[src/rtl/uart_mul_framer_pkg.sv]
package uart_mul_framer_pkg;

  // Strobes issued by the sequencer to the datapath
  typedef struct packed {
    logic loadA;   // capture received byte as first operand
    logic loadB;   // capture received byte as second operand
    logic capRes;  // capture multiplier product
    logic loadTx;  // start a transmit frame
    logic selHi;   // pick upper product half for loadTx
  } frmStrb_t;

  typedef enum logic [2:0] {
    RX_IDLE,
    RX_START,
    RX_DATA,
    RX_STOP,
    RX_BREAK
  } rxSt_t;

  typedef enum logic [2:0] {
    C_OPA,
    C_OPB,
    C_START,
    C_WAIT,
    C_HI,
    C_HIDRAIN,
    C_LO,
    C_LODRAIN
  } ctlSt_t;

endpackage

[src/rtl/uart_mul_framer_dp.sv]
module uart_mul_framer_dp
  import uart_mul_framer_pkg::*;
#(
  parameter int DATA_W     = 8,
  parameter int OVERSAMPLE = 16,
  parameter int TICK_DIV   = 4
) (
  input  logic                clk,
  input  logic                rstN,
  input  logic                rxSerial,
  input  frmStrb_t            strb,
  input  logic [2*DATA_W-1:0] mulProduct,
  output logic                txSerial,
  output logic                rxValid,
  output logic                txBusy,
  output logic [DATA_W-1:0]   mulOpA,
  output logic [DATA_W-1:0]   mulOpB
);

  localparam int RES_W   = 2 * DATA_W;
  localparam int FRAME_W = DATA_W + 2;
  localparam int DIV_W   = (TICK_DIV > 1) ? $clog2(TICK_DIV) : 1;
  localparam int OS_W    = (OVERSAMPLE > 1) ? $clog2(OVERSAMPLE) : 1;
  localparam int CNT_W   = (DATA_W > 1) ? $clog2(DATA_W) : 1;
  localparam int FBIT_W  = $clog2(FRAME_W);
  localparam logic [OS_W-1:0] OS_LAST = OS_W'(OVERSAMPLE - 1);
  localparam logic [OS_W-1:0] OS_MID  = OS_W'(OVERSAMPLE / 2 - 1);

  // ---------------- tick generator (shared) ----------------
  logic [DIV_W-1:0] divCnt;
  logic             tick;

  assign tick = (divCnt == DIV_W'(TICK_DIV - 1));

  always_ff @(posedge clk or negedge rstN) begin
    if (!rstN)     divCnt <= '0;
    else if (tick) divCnt <= '0;
    else           divCnt <= divCnt + 1'b1;
  end

  // ---------------- receiver ----------------
  logic [1:0]        rxSync;
  logic              rxBit;
  rxSt_t             rxState;
  logic [OS_W-1:0]   rxOs;
  logic [CNT_W-1:0]  rxCnt;
  logic [DATA_W-1:0] rxShift;

  assign rxBit = rxSync[1];

  always_ff @(posedge clk or negedge rstN) begin
    if (!rstN) rxSync <= 2'b11;
    else       rxSync <= {rxSync[0], rxSerial};
  end

  always_ff @(posedge clk or negedge rstN) begin
    if (!rstN) begin
      rxState <= RX_IDLE;
      rxOs    <= '0;
      rxCnt   <= '0;
      rxShift <= '0;
      rxValid <= 1'b0;
    end else begin
      rxValid <= 1'b0;
      unique case (rxState)
        RX_IDLE: begin
          if (tick && !rxBit) begin
            rxState <= RX_START;
            rxOs    <= '0;
          end
        end
        RX_START: begin
          if (tick) begin
            if (rxOs == OS_MID) begin
              rxOs  <= '0;
              rxCnt <= '0;
              // still low at mid start bit: real frame; otherwise a glitch
              rxState <= rxBit ? RX_IDLE : RX_DATA;
            end else begin
              rxOs <= rxOs + 1'b1;
            end
          end
        end
        RX_DATA: begin
          if (tick) begin
            if (rxOs == OS_LAST) begin
              rxOs    <= '0;
              rxShift <= {rxBit, rxShift[DATA_W-1:1]};
              if (rxCnt == CNT_W'(DATA_W - 1)) rxState <= RX_STOP;
              else                             rxCnt   <= rxCnt + 1'b1;
            end else begin
              rxOs <= rxOs + 1'b1;
            end
          end
        end
        RX_STOP: begin
          if (tick) begin
            if (rxOs == OS_LAST) begin
              rxOs <= '0;
              if (rxBit) begin
                rxValid <= 1'b1;
                rxState <= RX_IDLE;
              end else begin
                rxState <= RX_BREAK;
              end
            end else begin
              rxOs <= rxOs + 1'b1;
            end
          end
        end
        RX_BREAK: begin
          if (rxBit) rxState <= RX_IDLE;
        end
        default: rxState <= RX_IDLE;
      endcase
    end
  end

  // ---------------- operand and result registers ----------------
  logic [RES_W-1:0] resReg;

  always_ff @(posedge clk or negedge rstN) begin
    if (!rstN) begin
      mulOpA <= '0;
      mulOpB <= '0;
      resReg <= '0;
    end else begin
      if (strb.loadA)  mulOpA <= rxShift;
      if (strb.loadB)  mulOpB <= rxShift;
      if (strb.capRes) resReg <= mulProduct;
    end
  end

  // ---------------- transmitter ----------------
  logic [FRAME_W-1:0] txShift;
  logic               txPending;
  logic               txActive;
  logic [OS_W-1:0]    txOs;
  logic [FBIT_W-1:0]  txBitCnt;
  logic [DATA_W-1:0]  txByte;

  assign txByte   = strb.selHi ? resReg[RES_W-1:DATA_W] : resReg[DATA_W-1:0];
  assign txBusy   = txPending | txActive;
  assign txSerial = txActive ? txShift[0] : 1'b1;

  always_ff @(posedge clk or negedge rstN) begin
    if (!rstN) begin
      txShift   <= '1;
      txPending <= 1'b0;
      txActive  <= 1'b0;
      txOs      <= '0;
      txBitCnt  <= '0;
    end else if (strb.loadTx) begin
      txShift   <= {1'b1, txByte, 1'b0};
      txPending <= 1'b1;
    end else if (txPending && tick) begin
      // align the start bit to a tick so every bit spans a full period
      txPending <= 1'b0;
      txActive  <= 1'b1;
      txOs      <= '0;
      txBitCnt  <= '0;
    end else if (txActive && tick) begin
      if (txOs == OS_LAST) begin
        txOs    <= '0;
        txShift <= {1'b1, txShift[FRAME_W-1:1]};
        if (txBitCnt == FBIT_W'(FRAME_W - 1)) txActive <= 1'b0;
        else                                  txBitCnt <= txBitCnt + 1'b1;
      end else begin
        txOs <= txOs + 1'b1;
      end
    end
  end

  // ---------------- assertions ----------------
  assert_tx_idle_high_R1: assert property (@(posedge clk) disable iff (!rstN)
    !txBusy |-> txSerial);

  assert_tx_load_when_free_R5: assert property (@(posedge clk) disable iff (!rstN)
    strb.loadTx |-> !txBusy);

  assert_rx_byte_pulse_R2: assert property (@(posedge clk) disable iff (!rstN)
    rxValid |=> !rxValid);

  assert_ops_hold_R3: assert property (@(posedge clk) disable iff (!rstN)
    !strb.loadA |=> $stable(mulOpA));

endmodule

[src/rtl/uart_mul_framer_ctrl.sv]
module uart_mul_framer_ctrl
  import uart_mul_framer_pkg::*;
(
  input  logic     clk,
  input  logic     rstN,
  input  logic     rxValid,
  input  logic     txBusy,
  input  logic     mulDone,
  output frmStrb_t strb,
  output logic     mulStart
);

  ctlSt_t state, nextState;

  always_comb begin
    strb        = '0;
    strb.loadA  = (state == C_OPA) && rxValid;
    strb.loadB  = (state == C_OPB) && rxValid;
    strb.capRes = (state == C_WAIT) && mulDone;
    strb.loadTx = ((state == C_HI) || (state == C_LO)) && !txBusy;
    strb.selHi  = (state == C_HI);
  end

  assign mulStart = (state == C_START);

  always_comb begin
    nextState = state;
    unique case (state)
      C_OPA:     if (rxValid) nextState = C_OPB;
      C_OPB:     if (rxValid) nextState = C_START;
      C_START:   nextState = C_WAIT;
      C_WAIT:    if (mulDone) nextState = C_HI;
      C_HI:      if (!txBusy) nextState = C_HIDRAIN;
      C_HIDRAIN: if (!txBusy) nextState = C_LO;
      C_LO:      if (!txBusy) nextState = C_LODRAIN;
      C_LODRAIN: if (!txBusy) nextState = C_OPA;
      default:   nextState = C_OPA;
    endcase
  end

  always_ff @(posedge clk or negedge rstN) begin
    if (!rstN) state <= C_OPA;
    else       state <= nextState;
  end

  // ---------------- assertions ----------------
  assert_start_pulse_R2: assert property (@(posedge clk) disable iff (!rstN)
    mulStart |=> !mulStart);

  assert_no_load_while_busy_R8: assert property (@(posedge clk) disable iff (!rstN)
    (state inside {C_START, C_WAIT, C_HI, C_HIDRAIN, C_LO, C_LODRAIN})
      |-> !(strb.loadA || strb.loadB));

  assert_strobe_exclusive_R4: assert property (@(posedge clk) disable iff (!rstN)
    $onehot0({strb.loadA, strb.loadB, strb.capRes, strb.loadTx}));

  assert_hi_before_lo_R4: assert property (@(posedge clk) disable iff (!rstN)
    (strb.loadTx && !strb.selHi) |-> (state == C_LO));

endmodule

[src/rtl/uart_mul_framer.sv]
module uart_mul_framer
  import uart_mul_framer_pkg::*;
#(
  parameter int DATA_W     = 8,
  parameter int OVERSAMPLE = 16,
  parameter int TICK_DIV   = 4
) (
  input  logic                clk,
  input  logic                rstN,
  input  logic                rxSerial,
  output logic                txSerial,
  output logic                mulStart,
  output logic [DATA_W-1:0]   mulOpA,
  output logic [DATA_W-1:0]   mulOpB,
  input  logic                mulDone,
  input  logic [2*DATA_W-1:0] mulProduct
);

  frmStrb_t strb;
  logic     rxValid;
  logic     txBusy;

  uart_mul_framer_ctrl u_ctrl (
    .clk      (clk),
    .rstN     (rstN),
    .rxValid  (rxValid),
    .txBusy   (txBusy),
    .mulDone  (mulDone),
    .strb     (strb),
    .mulStart (mulStart)
  );

  uart_mul_framer_dp #(
    .DATA_W     (DATA_W),
    .OVERSAMPLE (OVERSAMPLE),
    .TICK_DIV   (TICK_DIV)
  ) u_dp (
    .clk        (clk),
    .rstN       (rstN),
    .rxSerial   (rxSerial),
    .strb       (strb),
    .mulProduct (mulProduct),
    .txSerial   (txSerial),
    .rxValid    (rxValid),
    .txBusy     (txBusy),
    .mulOpA     (mulOpA),
    .mulOpB     (mulOpB)
  );

endmodule

[config.mk]
export PLATFORM = sky130hd
export DESIGN_NAME = uart_mul_framer
export DESIGN_NICKNAME = d
export VERILOG_FILES = /design/src/rtl/uart_mul_framer_pkg.sv /design/src/rtl/uart_mul_framer_dp.sv /design/src/rtl/uart_mul_framer_ctrl.sv /design/src/rtl/uart_mul_framer.sv
export SDC_FILE = /design/constraint.sdc
export NUM_CORES = 1
export LEC_CHECK = 0
export ABC_AREA = 1
export CAP_MARGIN = 20
export CORE_MARGIN = 3
export CORE_UTILIZATION = 43
export CTS_CLUSTER_DIAMETER = 100
export DETAILED_ROUTE_END_ITERATION = 10
export GPL_ROUTABILITY_DRIVEN = 0
export PLACE_DENSITY = 0.78
export RECOVER_POWER = 50
export SYNTH_ARGS = -nofsm -noshare
export SYNTH_HDL_FRONTEND = slang
export SYNTH_SLANG_ARGS = --single-unit
[constraint.sdc]
create_clock -name clk -period 1.35 [get_ports clk]
set_input_delay 0.2025 -clock clk [delete_from_list [all_inputs] [get_ports clk]]
set_output_delay 0.2025 -clock clk [all_outputs]
set_load 0.01 [all_outputs]
==> summary.txt <==
Outcome
  • Outcome: finished, violations left
  • Failing checks: negative setup slack

Synth
  • Async S/R FF share, synth: 100%
  • Syn avg cell area: 9.28 sq um
  • Post-synth top cells: 94 x nand2_1, 66 x dfrtp_1, 41 x inv_1, 36 x nand3_1, 29 x o21ai_0
  • Synth Net Count: 421
  • Main synth FF type: dfrtp_1
  • Largest area contributor in the netlist: dfrtp_1
  • Seq/Total Area, Yosys: 53.1%
  • Most common cell in the netlist: nand2_1
  • Netlist cell types: 33
  • Area contributors post-synth: dfrtp_1 45%, nand2_1 9.6%, dfstp_2 7.9%
  • Syn Inst Count: between 300 and 400
  • Synth warnings: 0
  • Synth top area share: 45.2%
  • Synth Register Bits: between 70 and 80
  • Number of synthesized flops with an enable pin: 0
  • Synth Cell Area: around 0.0037 sq mm

Global routing
  • Top Usage Layer GRT: met2
  • Met3 Use GR: 5.43%
  • Vias in the first global route: 3,101
  • Global-route wire length before repair: 14,300 um
  • GRT Util Overall: a little under a fifth
  • Largest net degree at the start of global routing: 30
  • Antenna violations before repair: 0
  • Congestion Overflow GR: 0
  • GR Util met2: roughly a third
  • Grt met1 use: 20.9%

Place
  • Final HPWL DP: 5670 um
  • Placed Cells: between 500 and 600
  • PortBufs: 37

Timing
  • Endpoints failing hold: 0
  • Slew @ Worst Pin: 0.724 ns
  • Total negative slack: -0.975 ns
  • Post-route setup slack: -0.113 ns
  • Worst slew margin: 51.7%
  • RSZ-0062 raised after global routing: true
  • Fmax: 683 MHz
  • Max Slew Vio Count: 0
  • Final setup viols: 17
  • Final min period: 1.46 ns
  • Final Skew: 0.0102 ns
  • Final worst path period share: 108%

Critical path
  • Crit-path slowest cell: dfrtp_1
  • CP delay by family, top: simple AND/OR/NAND/NOR gates
  • Slowest cell delay on critical path: a little under 0.4 ns
  • Setup crit end kind: flop
  • Setup Crit Path Kind: flop to flop
  • Worst Reg-to-Reg Cells: 9
  • Critical path data arrival time: 1.71 ns
  • Worst-path maximum fanout: 3
  • R2r endpoint: u_dp.rxCnt[1]$_DFFE_PN0P_
  • Critical path required time: 1.60 ns
  • Buf+Inv Stages, Crit Path: 1
  • Worst path most repeated cell: nand2_1
  • CP startpoint kind: flop
  • CP Cell Sequence: ha_2, ha_4, nand3b_1, nand2_1, inv_2, nor2_4, nand2_2, nand2_1, nand2_1
  • Critical path depth: 9
  • R2R Setup Slk: -0.11 ns
  • Reg2Reg Launch Point: u_dp.rxCnt[0]$_DFFE_PN0P_

Die
  • Core area: around 0.0083 sq mm
  • # rows: 33
  • DIE AREA: 0.00965 sq mm
  • Chip width: 98.2 um
  • Die H: slightly below 100 um
  • I/O pins: 38
  • Initial Util: 44.3%

Min path
  • Hold Crit Class: flop to flop
  • Worst Hold End: u_dp.rxSync[1]$_DFF_PN1_
  • Hold Crit Depth: 0
  • Hold path startpoint: u_dp.rxSync[0]$_DFF_PN1_

Power and ir drop
  • Worst VDD drop: 0.744 mV
  • P_leak: around 2.5 nW
  • PwrDens: 1160 mW/mm^2
  • Tot Pwr: 0.00589 W

Routing
  • Via-to-Cell Ratio: 5.17
  • Total number of vias: ~3,100
  • First-pass DRT Iterations: 4
  • DRC violations left: 0
  • WL per Instance: 15.1 um
  • DRT Wirelength: 9120 um
  • DRT iter0 DRCs: about 150
  • Antenna Nets Post-Route: 0

Clocking
  • Max Root-Sink Buffers: 2
  • CTS tree: done
  • Clk slew on worst S/H paths: roughly 0.080 ns
  • Clock Latency Late Sink: 0.36 ns
  • Clk sinks: 77
  • Root Driver: clkbuf_8
  • Max H-tree Level: 3
  • TritonCTS buffer count: 9

Layout
  • Non-filler cells, final: slightly above 600
  • Area delta synth->final: 39.1%
  • Share of cells above drive strength 1: 37.5%
  • Final nets: 521
  • Post-layout util: between 60 and 70%
  • N_diodes: 0

Run
  • Max_cap viols: 0
## sequential cells by signal, summed over array words and instances (netlist names)
register	cells
u_ctrl.state	3
u_dp.divCnt	2
u_dp.mulOpA	8
u_dp.mulOpB	8
u_dp.resReg	16
u_dp.rxCnt	3
u_dp.rxOs	4
u_dp.rxShift	8
u_dp.rxState	3
u_dp.rxSync	2
u_dp.rxValid	1
u_dp.txActive	1
u_dp.txBitCnt	4
u_dp.txOs	4
u_dp.txPending	1
u_dp.txShift	9
## placed cells by master (no fill, tap or decap), drive strengths merged, types with 3 or more instances in the layout
| cell | synthesis | final |
|---|---|---|
| inv | 45 | 45 |
| nand3 | 40 | 41 |
| o21ai | 41 | 41 |
| o211ai | 6 | 6 |
| xor2 | 5 | 5 |
| nor2 | 32 | 32 |
| clkinv | 0 | 3 |
| dfstp | 11 | 11 |
| nand2 | 107 | 107 |
| dlygate4sd2 | 0 | 16 |
| buf | 7 | 58 |
| clkbuf | 0 | 12 |
| clkdlybuf4s50 | 0 | 17 |
| a21oi | 9 | 9 |
| ha | 7 | 7 |
| mux2 | 8 | 8 |
| dfrtp | 66 | 66 |
## per-stage QoR
| stage | hold slack (ns) | worst slack (ns) | area [sq um] |
|---|---|---|---|
| floorplan | -0.0931 | -0.0101 | 3660 |
| global placement | 0.159 | -0.0794 | 4480 |
| detailed placement | 0.162 | -0.159 | 4480 |
| CTS | 0.243 | -0.110 | 4870 |
| global route | 0.362 | -0.185 | 5090 |
| finish | 0.357 | -0.113 | 5090 |
## cells by family (layout without fill, tap and decap cells)
| logic type | Yosys count | in the layout | synth area share (%) |
|---|---|---|---|
| compound gates | 59 | 59 | 9.44 |
| xor+xnor | 6 | 6 | 1.44 |
| fa+ha+maj | 7 | 7 | 2.39 |
| buf+inv | 52 | 156 | 5.99 |
| flops | 77 | 77 | 53.1 |
| mux | 9 | 9 | 3.04 |
| simple gates | 184 | 185 | 24.6 |
## worst max path at each step
stage	slack, ns	end	from
after floorplan	-0.01	u_dp.rxCnt[0]$_DFFE_PN0P_	u_dp.rxCnt[0]$_DFFE_PN0P_
after global placement	-0.08	mulStart	u_ctrl.state[1]$_DFFE_PN0P_
after detailed placement	-0.16	u_dp.rxState[0]$_DFFE_PN0P_	u_dp.divCnt[0]$_DFF_PN0_
after CTS	-0.11	mulStart	u_ctrl.state[2]$_DFFE_PN0P_
after global routing	-0.19	mulStart	u_ctrl.state[2]$_DFFE_PN0P_
final	-0.11	u_dp.rxCnt[1]$_DFFE_PN0P_	u_dp.rxCnt[0]$_DFFE_PN0P_
## per-layer routing
metal  routed length, um  up-vias
met1                3640     1540
li1                    -     1483
met2                4910       80
met4                 186        0
met5                   0        -
met3                 394       18
## power breakdown
group / leakage [nW] / switching (W) / internal [W] / total (W)
sequential: 0.945 / 0.000143 / 0.00240 / 0.00254
clock: 0.0923 / 0.000880 / 0.000851 / 0.00173
combinational: 1.44 / 0.000977 / 0.000640 / 0.00162
## repair_timing
| action | in CTS | in global routing |
|---|---|---|
| pin swaps | 14 | 16 |
| setup buffers | 8 | 8 |
| cloned | 1 | 1 |
| hold endpoints to repair | 25 | 0 |
| hold buffers | 1 | 0 |
| gates resized for setup | 58 | 49 |
| setup endpoints to repair | 51 | 58 |
## cell type report
| cell class | instances | area, sq um |
|---|---|---|
| fillers | 647 | 3170 |
| inverters | 45 | 169 |
| clock buffers | 10 | 128 |
| flip-flops and latches | 77 | 1950 |
| repair buffers | 95 | 875 |
| multi-input cells | 266 | 1770 |
| well taps | 105 | 131 |
| clock inverters | 6 | 63.8 |
(Power assumes the default switching activity.)
